$ cat config.mk
export PLATFORM = sky130hd
export DESIGN_NAME = sem_bank
export DESIGN_NICKNAME = d
export VERILOG_FILES = /design/src/rtl/sem_pkg.sv /design/src/rtl/sem_token_cell.sv /design/src/rtl/sem_read_port.sv /design/src/rtl/sem_bank.sv
export SDC_FILE = /design/constraint.sdc
export NUM_CORES = 1
export LEC_CHECK = 0
export BUFFER_PORTS_ARGS = -buffer_cell sky130_fd_sc_hd__buf_4
export CELL_PAD_IN_SITES_DETAIL_PLACEMENT = 1
export CELL_PAD_IN_SITES_GLOBAL_PLACEMENT = 2
export CORE_UTILIZATION = 38
export DETAILED_ROUTE_END_ITERATION = 10
export GPL_TIMING_DRIVEN = 0
export MAX_ROUTING_LAYER = met4
export PLACE_DENSITY = 0.88
export SLEW_MARGIN = 0
export SYNTH_ARGS = -nofsm -noshare
export SYNTH_HDL_FRONTEND = slang
export SYNTH_SLANG_ARGS = --single-unit
$ cat constraint.sdc
create_clock -name clk -period 3.7 [get_ports clk]
set_input_delay 1.11 -clock clk [delete_from_list [all_inputs] [get_ports clk]]
set_output_delay 1.11 -clock clk [all_outputs]
set_load 0.05 [all_outputs]
$ cat src/rtl/sem_pkg.sv
package sem_pkg;
  typedef enum logic [1:0] {
    TOK_FREE = 2'd0,
    TOK_P0   = 2'd1,
    TOK_P1   = 2'd2
  } tok_owner_e;
endpackage

$ cat src/rtl/sem_token_cell.sv
module sem_token_cell
  import sem_pkg::*;
(
  input  logic clk,
  input  logic rst,
  input  logic req0,
  input  logic rel0,
  input  logic req1,
  input  logic rel1,
  output logic own0,
  output logic own1
);
  tok_owner_e owner, owner_n;
  logic pend0, pend1, pend0_n, pend1_n;

  always_comb begin
    owner_n = owner;
    pend0_n = pend0;
    pend1_n = pend1;
    unique case (owner)
      TOK_FREE: begin
        pend0_n = 1'b0;
        pend1_n = 1'b0;
        if (req0) begin
          owner_n = TOK_P0;
          pend1_n = req1;
        end else if (req1) begin
          owner_n = TOK_P1;
        end
      end
      TOK_P0: begin
        pend0_n = 1'b0;
        if (rel0) begin
          pend1_n = 1'b0;
          owner_n = (pend1 || req1) ? TOK_P1 : TOK_FREE;
        end else if (req1) begin
          pend1_n = 1'b1;
        end
      end
      TOK_P1: begin
        pend1_n = 1'b0;
        if (rel1) begin
          pend0_n = 1'b0;
          owner_n = (pend0 || req0) ? TOK_P0 : TOK_FREE;
        end else if (req0) begin
          pend0_n = 1'b1;
        end
      end
      default: begin
        owner_n = TOK_FREE;
        pend0_n = 1'b0;
        pend1_n = 1'b0;
      end
    endcase
  end

  always_ff @(posedge clk) begin
    if (rst) begin
      owner <= TOK_FREE;
      pend0 <= 1'b0;
      pend1 <= 1'b0;
    end else begin
      owner <= owner_n;
      pend0 <= pend0_n;
      pend1 <= pend1_n;
    end
  end

  assign own0 = (owner == TOK_P0);
  assign own1 = (owner == TOK_P1);

  // a lone request on a free token is granted to the requester
  p_grant_free_r2: assert property (@(posedge clk) disable iff (rst)
    (!own0 && !own1 && req0) |=> own0);
  // tie on a free token goes to port 0
  p_tie_p0_wins_r5: assert property (@(posedge clk) disable iff (rst)
    (!own0 && !own1 && req0 && req1) |=> (own0 && !own1));
  // a held token is not taken by the other port's request
  p_held_kept_r3: assert property (@(posedge clk) disable iff (rst)
    (own0 && !rel0 && req1) |=> own0);
  // a waiting request is granted at the holder's release
  p_handoff_r6: assert property (@(posedge clk) disable iff (rst)
    (own0 && pend1 && rel0) |=> own1);
  // a release from the non-holder changes nothing
  p_foreign_release_r7: assert property (@(posedge clk) disable iff (rst)
    (own1 && rel0 && !rel1) |=> own1);
  // release with nobody waiting frees the token
  p_release_frees_r4: assert property (@(posedge clk) disable iff (rst)
    (own1 && rel1 && !pend0 && !req0) |=> (!own0 && !own1));
  // an untouched token keeps its state
  p_idle_stable_r8: assert property (@(posedge clk) disable iff (rst)
    (!req0 && !rel0 && !req1 && !rel1) |=> ($stable(own0) && $stable(own1)));
  // one holder at most
  p_single_owner_r3: assert property (@(posedge clk) disable iff (rst)
    !(own0 && own1));
endmodule

$ cat src/rtl/sem_read_port.sv
module sem_read_port #(
  parameter int NUM_TOKENS = 8,
  parameter int SEL_W      = (NUM_TOKENS > 1) ? $clog2(NUM_TOKENS) : 1
) (
  input  logic                  clk,
  input  logic                  rst,
  input  logic                  rd,
  input  logic [SEL_W-1:0]      sel,
  input  logic [NUM_TOKENS-1:0] owned,
  output logic                  rvalid,
  output logic                  rbit
);
  logic hit;

  always_comb begin
    hit = 1'b0;
    for (int i = 0; i < NUM_TOKENS; i++) begin
      if (sel == SEL_W'(i)) hit = owned[i];
    end
  end

  always_ff @(posedge clk) begin
    if (rst) begin
      rvalid <= 1'b0;
      rbit   <= 1'b1;
    end else begin
      rvalid <= rd;
      if (rd) rbit <= ~hit;
    end
  end

  // valid follows the read strobe by exactly one cycle
  p_rvalid_follows_rd_r9: assert property (@(posedge clk) disable iff (rst)
    rd |=> rvalid);
  p_no_spurious_valid_r9: assert property (@(posedge clk) disable iff (rst)
    !rd |=> !rvalid);
endmodule

$ cat src/rtl/sem_bank.sv
module sem_bank #(
  parameter int NUM_TOKENS = 8,
  parameter int SEL_W      = (NUM_TOKENS > 1) ? $clog2(NUM_TOKENS) : 1
) (
  input  logic             clk,
  input  logic             rst,
  input  logic [SEL_W-1:0] p0_sel,
  input  logic             p0_wr,
  input  logic             p0_wbit,
  input  logic             p0_rd,
  output logic             p0_rvalid,
  output logic             p0_rbit,
  input  logic [SEL_W-1:0] p1_sel,
  input  logic             p1_wr,
  input  logic             p1_wbit,
  input  logic             p1_rd,
  output logic             p1_rvalid,
  output logic             p1_rbit
);
  logic [NUM_TOKENS-1:0] own0_vec, own1_vec;

  for (genvar g = 0; g < NUM_TOKENS; g++) begin : g_tok
    logic hit0, hit1;
    assign hit0 = p0_wr && (p0_sel == SEL_W'(g));
    assign hit1 = p1_wr && (p1_sel == SEL_W'(g));

    sem_token_cell u_cell (
      .clk  (clk),
      .rst  (rst),
      .req0 (hit0 && !p0_wbit),
      .rel0 (hit0 &&  p0_wbit),
      .req1 (hit1 && !p1_wbit),
      .rel1 (hit1 &&  p1_wbit),
      .own0 (own0_vec[g]),
      .own1 (own1_vec[g])
    );
  end

  sem_read_port #(.NUM_TOKENS(NUM_TOKENS), .SEL_W(SEL_W)) u_rd0 (
    .clk    (clk),
    .rst    (rst),
    .rd     (p0_rd),
    .sel    (p0_sel),
    .owned  (own0_vec),
    .rvalid (p0_rvalid),
    .rbit   (p0_rbit)
  );

  sem_read_port #(.NUM_TOKENS(NUM_TOKENS), .SEL_W(SEL_W)) u_rd1 (
    .clk    (clk),
    .rst    (rst),
    .rd     (p1_rd),
    .sel    (p1_sel),
    .owned  (own1_vec),
    .rvalid (p1_rvalid),
    .rbit   (p1_rbit)
  );

  // reset leaves both read ports idle and reporting not-owned
  p_reset_state_r1: assert property (@(posedge clk)
    $past(rst) |-> (!p0_rvalid && !p1_rvalid && p0_rbit && p1_rbit));
  // the two ports never both hold the same token
  p_exclusive_r3: assert property (@(posedge clk) disable iff (rst)
    (own0_vec & own1_vec) == '0);
endmodule

* Word level (Yosys, flattened, before mapping) *
Cells that the tools add are included.

storage, ports and cells
  memories kept = 0
  register bits after elaboration = 36
  memory bits (writable) = 0
  latch bits = 0
  bits in read-only memories = 0
  word-level logic and storage cells = 296
  input bits = 14
  output and inout bits = 4

cells by class
  shift operators = 0
  order comparisons = 0
  bitwise gates (word level) = 10
  $mul = 0
  add/subtract/negate cells = 0
  mux-type cells = 104
  div/mod/pow operators = 0
  eq/ne operators = 62
  reductions and logical operators = 92

operators with widths
  operator              count
  $mux W2               40
  $logic_and A1 B1 Y1   48
  $mux W1               48
  $ne A3 B1 Y1 const B  16
  $pmux W2 S3           8
  $ne A2 B1 Y1 const B  16
  $eq A3 B3 Y1 const B  8
  $reduce_and A3 Y1     8
  $reduce_or A3 Y1      8
  $eq A2 B1 Y1 const B  8
  $eq A2 B2 Y1 const B  8
  $logic_not A2 Y1      8
  $logic_or A1 B1 Y1    16
  $pmux W1 S2           8
  $eq A3 B2 Y1 const B  4
  $not A1 Y1            10
  $eq A3 B1 Y1 const B  2
  $logic_not A3 Y1      2
  $logic_not A1 Y1      2

* Logic depth before layout (Yosys ltp) *
Gate-level depths: netlist of the first run.

  depth in word-level cells = 10
  mapped depth = 5
  mapped depth without buffers = 4

* By module *
Synthesis of the first run repeated with hierarchy kept, for this count alone.

second synthesis, totals
  cell total of the unflattened synthesis = 256
  area total of the unflattened synthesis = 2208.4 um^2

modules (own cells, without submodules)
  module          times used  area each (um^2)  cells an instance  sequential area each (um^2)
  sem_token_cell  8           212.7             23                 80.1
  sem_bank        1           254.0             50                 0.0
  sem_read_port   2           126.4             11                 40.0

* Worst setup path before layout of the first run *
No wires, ideal clock.

  path kind = input to register
  start = input port p1_sel[2]
  end = register g_tok[0].u_cell.owner[1]
  data arrival time = 2.201 ns
  path slack = 1.396 ns
  data required time = 3.597 ns
  stages on the path = 5
  buffers on the path = 1
  setup time = 0.103 ns
  cells stage by stage = buf_6 -> or3b_1 -> nor3_1 -> nor4_1 -> a2111oi_2

on the way
  longest elaborated chain between the ends = 7
  elaborated cells on any way between the ends = 11
  classes of those cells = eq/ne (2); mux (3); reduce/logical (6)

ends and longest elaborated chain
  item                     RTL line              text
  start, declared          sem_bank.sv:13        input logic [SEL_W-1:0] p1_sel,
  $logic_not A3 Y1 (*)     sem_bank.sv:25        assign hit1 = p1_wr && (p1_sel == SEL_W'(g));
  $logic_and A1 B1 Y1 (*)  sem_bank.sv:25
  $logic_and A1 B1 Y1      sem_bank.sv:32        .req1 (hit1 && !p1_wbit),
  $logic_or A1 B1 Y1       sem_token_cell.sv:35  owner_n = (pend1 || req1) ? TOK_P1 : TOK_FREE;
  $mux W2                  sem_token_cell.sv:35
  $mux W2                  sem_token_cell.sv:33  if (rel0) begin
  $pmux W2 S3              sem_token_cell.sv:20  unique case (owner)
  end signal, assigned     sem_token_cell.sv:63  owner <= owner_n;
  end, declared            sem_token_cell.sv:13  tok_owner_e owner, owner_n;

Mark *: on every way between the ends. The rest lies on a longest branch, timed or not. The select of a mux whose other input is x is not followed.
A chain may end at the register's enable or synchronous reset.

* Final worst setup path of the first run *
  start = input port rst
  end = register g_tok[3].u_cell.pend0

on the way
  longest elaborated chain between the ends = 1

ends and longest elaborated chain
  item                               RTL line              text
  start, declared                    sem_bank.sv:6         input logic rst,
  $reduce_or A3 Y1 (no source line)  n/a
  end signal, assigned               sem_token_cell.sv:64  pend0 <= pend0_n;
  end, declared                      sem_token_cell.sv:14  logic pend0, pend1, pend0_n, pend1_n;

No other way between the ends.

==> results of run 1 <==
[cells in the final DEF (no fill, tap or decap), drive strengths merged, types with 4 or more instances in the layout]
cell | Yosys | final
o21ai | 16 | 16
nor3b | 4 | 4
dfxtp | 36 | 36
nor2 | 26 | 26
buf | 8 | 24
and2 | 4 | 4
inv | 11 | 11
nand2b | 6 | 6
a211oi | 13 | 13
nor4 | 6 | 6
nand3 | 8 | 8
nand2 | 20 | 20
nor2b | 6 | 6
nand3b | 5 | 5
a21oi | 19 | 19
a211o | 4 | 4
clkbuf | 12 | 20
a2111oi | 12 | 12
a21o | 8 | 8
nor3 | 15 | 15
[critical path, stage by stage]
cell and delay, ps:
clkbuf_1 370, clkbuf_1 530, buf_1 550, nor3_1 140
[power by group through the flow]
stage | Clock, W | Combinational, W | Sequential (W)
global placement | 0 | 0.000142 | 0.000416
finish | 0.000305 | 0.000145 | 0.000407
global route | 0.000328 | 0.000159 | 0.000409
detailed placement | 0 | 0.000144 | 0.000416
floorplan | 0 | 0.0000869 | 0.000422
CTS | 0.000314 | 0.000145 | 0.000407
[through the flow]
stage,std cells,setup slack [ps],hold WS [ps]
2_1_floorplan,281,1396,451.9
3_3_place_gp,369,817.9,461.6
3_5_place_dp,369,815.0,475.2
4_1_cts,377,1160,494.0
5_1_grt,377,1001,513.6
6_report,377,1157,485.4
[metal layers]
layer | share of wire | wire length (um) | GRT usage
met3 | 0.035 | 241 | 0.03837
met5 | 0 | 0 | -
met2 | 0.45 | 3143 | 0.3833
met4 | 0.020 | 141 | 0.1037
met1 | 0.49 | 3390 | 0.3307
[how the worst min path moves through the flow]
stage / endpoint / cells after the start
after detailed placement: g_tok[4].u_cell.pend0 / 2
after CTS: g_tok[4].u_cell.pend0 / 2
after global routing: g_tok[1].u_cell.pend0 / 2
after global placement: u_rd1.rbit / 2
final: g_tok[4].u_cell.pend0 / 2
after floorplan: g_tok[4].u_cell.pend0 / 2
[state kept, by name, summed over array words and instances (netlist names)]
name,flops
u_rd1.rbit,1
g_tok.u_cell.pend1,8
g_tok.u_cell.pend0,8
u_rd0.rvalid,1
u_rd0.rbit,1
u_rd1.rvalid,1
g_tok.u_cell.owner,16
[kinds of logic (layout without fill, tap and decap cells)]
logic type                after synthesis  count (layout)  share of synthesized area
and+or+nand+nor                       118             118                     0.2969
AOI/OAI and AO/OA                      95              95                     0.3138
xor gates and xnor gates                1               1                   0.003951
DFF                                    36              36                     0.3251
buffers and inverters                  31              55                    0.06038
[layout make-up]
| cell class | count | share of cell area |
|---|---|---|
| Multi-Input combinational cell | 214 | 0.5413 |
| Sequential cell | 36 | 0.2863 |
| Timing Repair Buffer | 16 | 0.04771 |
| Buffer | 20 | 0.03678 |
| Clock buffer | 8 | 0.03579 |
| Tap cell | 72 | 0.03579 |
| Inverter | 11 | 0.01640 |
==> results.cfg, run 1 <==
[route]
ant_nets = 0
firstDrtPassIters = 4
totalWireLength_um = 6916
drcViolationCount = 0
avgViaCountPerCell = 6.005
vias = 2264
drt_iter0_drc = 133
wire_per_inst_um = 18.34

[floorplan]
dieArea_um2 = 6144
die_h_um = 78.39
ios = 18
core_area_um2 = 5574
start_util = 0.3978
die_w_um = 78.39
rows = 27

[placed_design]
portBuffers = 16
hpwlAfterDp_um = 5117
place_congestion = 0.8324
placed_area_um2 = 2427

[timing]
worst_pin_slew_ps = 691.1
fin_crit_sh = 0.6874
setup_violations = 0
rsz0062_at_grt = false
final_hold_viol_count = 0
maxSlewHeadroom = 0.5392
slew_violations = 0
setup_tns_ps = 0
fmax_mhz = 393.2
skew_ps = 7.331
period_needed_ps = 2543

[synth]
ys.flop_type = dfxtp_1
postSynthCellCount = 281
syn_area_um2 = 2217
synth-edff-count = 0
synth_seq_cells = 36
yosysMostFrequentCell = dfxtp_1
synth_top_area_share = 0.3251
synthDistinctLibCells = 56
syn-num-nets = 295
avgSynthCellArea_um2 = 7.890
synthTopCellsByCount = 36 x dfxtp_1, 26 x nor2_1, 20 x nand2_1, 19 x a21oi_1, 15 x o21ai_0
yosys-top-cells-area = dfxtp_1 33%, a211oi_1 4.4%, nor2_1 4.4%
synth_largest_area_cell = dfxtp_1
synth-async-reset-ratio = 0
yosys_warnings = 0
ys_seq_area_frac = 0.3251

[worst_hold_path]
min_path_type = reg -> reg
hold_start = g_tok[4].u_cell.pend0

[pwr]
p_int_w = 0.0006020
p_per_area_nw_per_um2 = 340.5
power.total_w = 0.0008571
vdd_drop_max_uv = 179.7
p_sw_frac = 0.2976
p_sw_w = 0.0002551
p_comb_frac = 0.169
p_seq_frac = 0.475
p_clk_frac = 0.355
power.leakage_nw = 0.9224

[final_layout]
layout-drive-gt1-share = 0.1279
syn2layout_area_growth_pct = 13.54
n_antenna_cell = 0
fin_util = 0.4516
multiInputGateArea_um2 = 1363
finalNetCount = 318
fillers = 709
finish.instance_area_um2 = 2517
seqCellArea_um2 = 720.7

[worst_setup_path]
cp_max_fo = 10
worst_ep_arrival_time_ps = 2700
crit_end = g_tok[3].u_cell.pend0
crit_path_end_kind = flop
timing.critical_path.from = rst
worstPathRequired_ps = 3860
rrSetupSlack_ps = 2190
path_class = in -> reg
r2r-end = u_rd1.rbit
cp-start-kind = input pin
rr_worst_depth = 4
reg2reg_from = g_tok[6].u_cell.owner[1]

[run_status]
outcome = completed

[clock_tree]
holdBufCountCts = 0
clk_latency_ps = 310
post_cts_buffers = 0
clkSinkCount = 36
cts_buffers = 5
h-tree-depth = 2
clock_path_buffers = 2
cts_tree = yes
cts-resized-gates = 0
cts_root_buf = clkbuf_8
clk_pin_slew_ps = 80

[global_routing]
track_usage = 0.2511
grt_pass1_vias = 2236
antenna_found_initial = 0
grt-ovfl-total = 0
grt_max_degree = 11
grt_pass1_wl_um = 11500

[run]
max-cap-violations = 0
Note: power is estimated with default switching activity, not from simulation.
==> run 2: changes to the inputs <==
Settings changed: CORE_UTILIZATION 38 to 32, PLACE_DENSITY 0.88 to 0.79.
Clock period 3.7 ns to 2.25 ns, I/O delays scaled along.
==> results.cfg, run 2 (same netlist as run 1, synthesis figures left out) <==
[run_status]
outcome = completed

[clock_tree]
h-tree-depth = 2
cts_buffers = 5
clk_latency_ps = 290
cts_root_buf = clkbuf_8
clkSinkCount = 36
clock_path_buffers = 2
clk_pin_slew_ps = 70
cts_tree = yes

[final_layout]
syn2layout_area_growth_pct = 13.88
final_cell_mix = 36 x dfxtp_1, 26 x nor2_1, 20 x nand2_1
top_register = g_tok.u_cell.owner
largest_reg_flops = 16
layout-drive-gt1-share = 0.1311
largestRegisters = g_tok.u_cell.owner x16, g_tok.u_cell.pend0 x8, g_tok.u_cell.pend1 x8
mostFrequentLayoutCell = dfxtp_1
finalNetCount = 318
n_antenna_cell = 0
finish.instance_area_um2 = 2525

[floorplan]
ios = 18
die_h_um = 85.24
die_w_um = 85.24
rows = 29
start_util = 0.3395
dieArea_um2 = 7265
core_area_um2 = 6531

[global_routing]
grt-ovfl-total = 0
antenna_found_initial = 0
grt_pass1_vias = 2161
grt_max_degree = 11
grt_pass1_wl_um = 11300
track_usage = 0.2065

[timing]
setup_violations = 0
rsz0062_at_grt = false
fin_crit_sh = 0.8838
setup_ws_ps = 261.4
final_hold_viol_count = 0
maxSlewHeadroom = 0.5202
slew_violations = 0
period_needed_ps = 1989
worst_pin_slew_ps = 719.7
skew_ps = 7.312
fmax_mhz = 502.9

[worst_setup_path]
cp_cell_sequence = clkbuf_1 > buf_1 > clkbuf_2 > a21oi_1 > o31ai_1
cp-start-kind = input pin
slowest_delay_ps = 600
worstPathRequired_ps = 2450
path_class = in -> reg
crit_path_end_kind = flop
cp_max_fo = 10
slowest_stage = buf_1
worst_ep_arrival_time_ps = 2190

[route]
ant_nets = 0
vias = 2277
drcViolationCount = 0
drt_iter0_drc = 76
avgViaCountPerCell = 5.961
firstDrtPassIters = 4
totalWireLength_um = 7096
wire_per_inst_um = 18.58

[placed_design]
placed_area_um2 = 2434
portBuffers = 16
place_congestion = 0.7896
hpwlAfterDp_um = 5214
preCtsSetupSlack_ps = -242.2

[pwr]
vdd_drop_max_uv = 290.2
power.leakage_nw = 0.9254
p_per_area_nw_per_um2 = 556.7

[worst_hold_path]
min_path_type = reg -> reg

[run]
max-cap-violations = 0
==> run 2: routing by layer <==
layer  vias up  GRT usage  routed length [um]
li1       1119          -                   -
met1      1123     0.2883                3717
met2        30     0.3145                3152
met3         5    0.03307                 195
met4         0    0.04314                  30
met5         -          -                   0
==> run 2: final cells by class <==
class | instances | area (um^2)
timing repair buffer | 16 | 120.1
inverter | 11 | 41.29
fill | 830 | 4006
buffer | 20 | 93.84
tap | 77 | 96.34
multi-input combinational | 214 | 1363
clock buffer | 8 | 90.09
sequential | 36 | 720.7
==> run 2: final timing paths <==
path	startpoint	end	slack, ps	cells past startpoint
worst max-delay path	rst	u_rd1.rbit	260	5
worst min-delay path	u_rd1.rbit	u_rd1.rbit	500	2
worst max register to register	g_tok[6].u_cell.owner[1]	u_rd1.rbit	670	4
worst min register to register	u_rd1.rbit	u_rd1.rbit	500	2
==> run 2: timing repair <==
action,4_1_cts,5_1_grt
gates resized for setup,0,2
hold buffers,0,0
endpoints found under the setup margin,0,2
setup buffers,0,0
==> run 2: critical path, delay by kind of cell <==
kind,cells,cell delay (ps)
AOI/OAI and AO/OA,2,170
buffers and inverters,3,1340
==> run 2: metrics by stage <==
stage | setup TNS [ps] | power [W] | cells | hold WS (ps) | utilization
CTS | 0 | 0.001422 | 382 | 500.0 | 0.3864
floorplan | 0 | 0.0008361 | 281 | 451.9 | -
finish | 0 | 0.001406 | 382 | 495.7 | 0.3866
detailed placement | -2123 | 0.0009232 | 374 | 481.9 | 0.3726
global route | 0 | 0.001468 | 382 | 521.9 | 0.3866
global placement | -2000 | 0.0009212 | 374 | 465.9 | 0.3726
==> run 2: power by group <==
group	switching [W]	total (W)	internal (W)
clock	0.000245	0.000495	0.000250
combinational	0.000152	0.000241	0.0000881
sequential	0.0000180	0.000670	0.000652
==> run 3: changes to the inputs <==
Settings changed: CELL_PAD_IN_SITES_DETAIL_PLACEMENT 1 to 0, CELL_PAD_IN_SITES_GLOBAL_PLACEMENT 2 to 1, CORE_UTILIZATION 32 to 40.
==> results.cfg, run 3 (same netlist as run 1, synthesis figures left out) <==
[worst_setup_path]
cp-start-kind = input pin
worst_ep_arrival_time_ps = 2120
r2r-end = u_rd1.rbit
rr_worst_depth = 4
reg2reg_from = g_tok[6].u_cell.owner[1]
rrSetupSlack_ps = 710
path_class = in -> reg
crit_path_end_kind = flop
worstPathRequired_ps = 2420
cp_max_fo = 10

[final_layout]
mostFrequentLayoutCell = dfxtp_1
top_register = g_tok.u_cell.owner
finish.instance_area_um2 = 2516
final_cell_mix = 36 x dfxtp_1, 26 x nor2_1, 20 x nand2_1
n_antenna_cell = 0
largest_reg_flops = 16
syn2layout_area_growth_pct = 13.49
largestRegisters = g_tok.u_cell.owner x16, g_tok.u_cell.pend0 x8, g_tok.u_cell.pend1 x8
finalNetCount = 318
layout-drive-gt1-share = 0.1311

[route]
wire_per_inst_um = 16.57
vias = 2228
ant_nets = 0
met1_length_um = 3023
drcViolationCount = 0
met3WireLength_um = 325
avgViaCountPerCell = 5.941
top_layer = met4
firstDrtPassIters = 4
drt_iter0_drc = 173
dr_wl_met2_um = 2797
totalWireLength_um = 6213

[pwr]
vdd_drop_max_uv = 291.9
p_comb_frac = 0.169
p_per_area_nw_per_um2 = 551.4
p_seq_frac = 0.482
power.leakage_nw = 0.9254
p_sw_w = 0.0003972
p_sw_frac = 0.2863
p_clk_frac = 0.349
p_int_w = 0.0009902

[global_routing]
grt-ovfl-total = 0
grt_pass1_wl_um = 10560
grt_pass1_vias = 2086
track_usage = 0.2360
grt_max_degree = 11
antenna_found_initial = 0

[run_status]
outcome = completed

[clock_tree]
cts-resized-gates = 0
cts_buffers = 5
clock_path_buffers = 2
clkSinkCount = 36
clk_latency_ps = 290
holdBufCountCts = 0
h-tree-depth = 2
cts_tree = yes
clk_pin_slew_ps = 70
cts_root_buf = clkbuf_8
post_cts_buffers = 0

[worst_hold_path]
whs_endpoint = u_rd1.rbit
min_path_type = reg -> reg
whs_path_depth = 2
hold_start = u_rd1.rbit

[timing]
worst_pin_slew_ps = 676.7
fmax_mhz = 514.9
period_needed_ps = 1942
setup_violations = 0
final_hold_viol_count = 0
skew_ps = 4.291
setup_tns_ps = 0
rsz0062_at_grt = false
slew_violations = 0
maxSlewHeadroom = 0.5489
fin_crit_sh = 0.8631

[floorplan]
ios = 18
start_util = 0.4233
die_w_um = 76.45
die_h_um = 76.45
dieArea_um2 = 5845
core_area_um2 = 5238
rows = 26

[placed_design]
place_congestion = 0.8857
portBuffers = 16
placed_area_um2 = 2425
hpwlAfterDp_um = 4531

[run]
max-cap-violations = 0
run 3: cell types whose count changed in the layout (fill, tap and decap cells not counted):
cell / change
clkbuf_1: +1
buf_1: -1
run 3: cell type report:
class / instances / area [um^2]
fillers: 562 / 2721
multi-input cells: 214 / 1363
flip-flops and latches: 36 / 720.7
repair buffers: 16 / 120.1
plain buffers: 20 / 93.84
clock buffers: 8 / 90.09
well taps: 70 / 87.58
inverters: 11 / 41.29
run 3: per-stage QoR:
stage          hold slack [ps]  worst slack (ps)    util  total power (W)  instances
3_3_place_gp             459.2            -212.2  0.4630        0.0009161        367
6_report                 475.7             308.0  0.4804         0.001387        375
3_5_place_dp             465.7            -205.0  0.4630        0.0009155        367
2_1_floorplan            451.9             380.6       -        0.0008361        281
4_1_cts                  483.0             107.0  0.4802         0.001395        375
5_1_grt                  516.5             212.2  0.4804         0.001447        375
run 3: worst max path at each step:
| stage | cells past startpoint | end | from | slack (ps) |
|---|---|---|---|---|
| after floorplan | 5 | g_tok[0].u_cell.owner[1] | p1_sel[2] | 380 |
| after global routing | 5 | u_rd1.rbit | rst | 210 |
| after global placement | 4 | g_tok[5].u_cell.pend0 | rst | -210 |
| after CTS | 4 | g_tok[5].u_cell.pend0 | rst | 110 |
| after detailed placement | 4 | g_tok[5].u_cell.pend0 | rst | -210 |
| final | 4 | g_tok[5].u_cell.pend0 | rst | 310 |
run 3: per-layer routing:
metal  up-vias  track usage
li1       1107            -
met1      1065       0.3207
met2        51       0.3550
met3         5      0.04431
met4         0      0.06731
met5         -            -
run 3: worst max-delay path: stages:
cell	delay, ps
clkbuf_1	370
clkbuf_1	560
clkbuf_2	400
nor3_1	110
run 3: power by group through the flow:
stage	Combinational [W]	Clock, W	Sequential [W]
after detailed placement	0.000232	0	0.000684
final	0.000234	0.000484	0.000669
after global placement	0.000232	0	0.000684
after global routing	0.000257	0.000519	0.000671
after CTS	0.000233	0.000493	0.000669
after floorplan	0.000143	0	0.000693
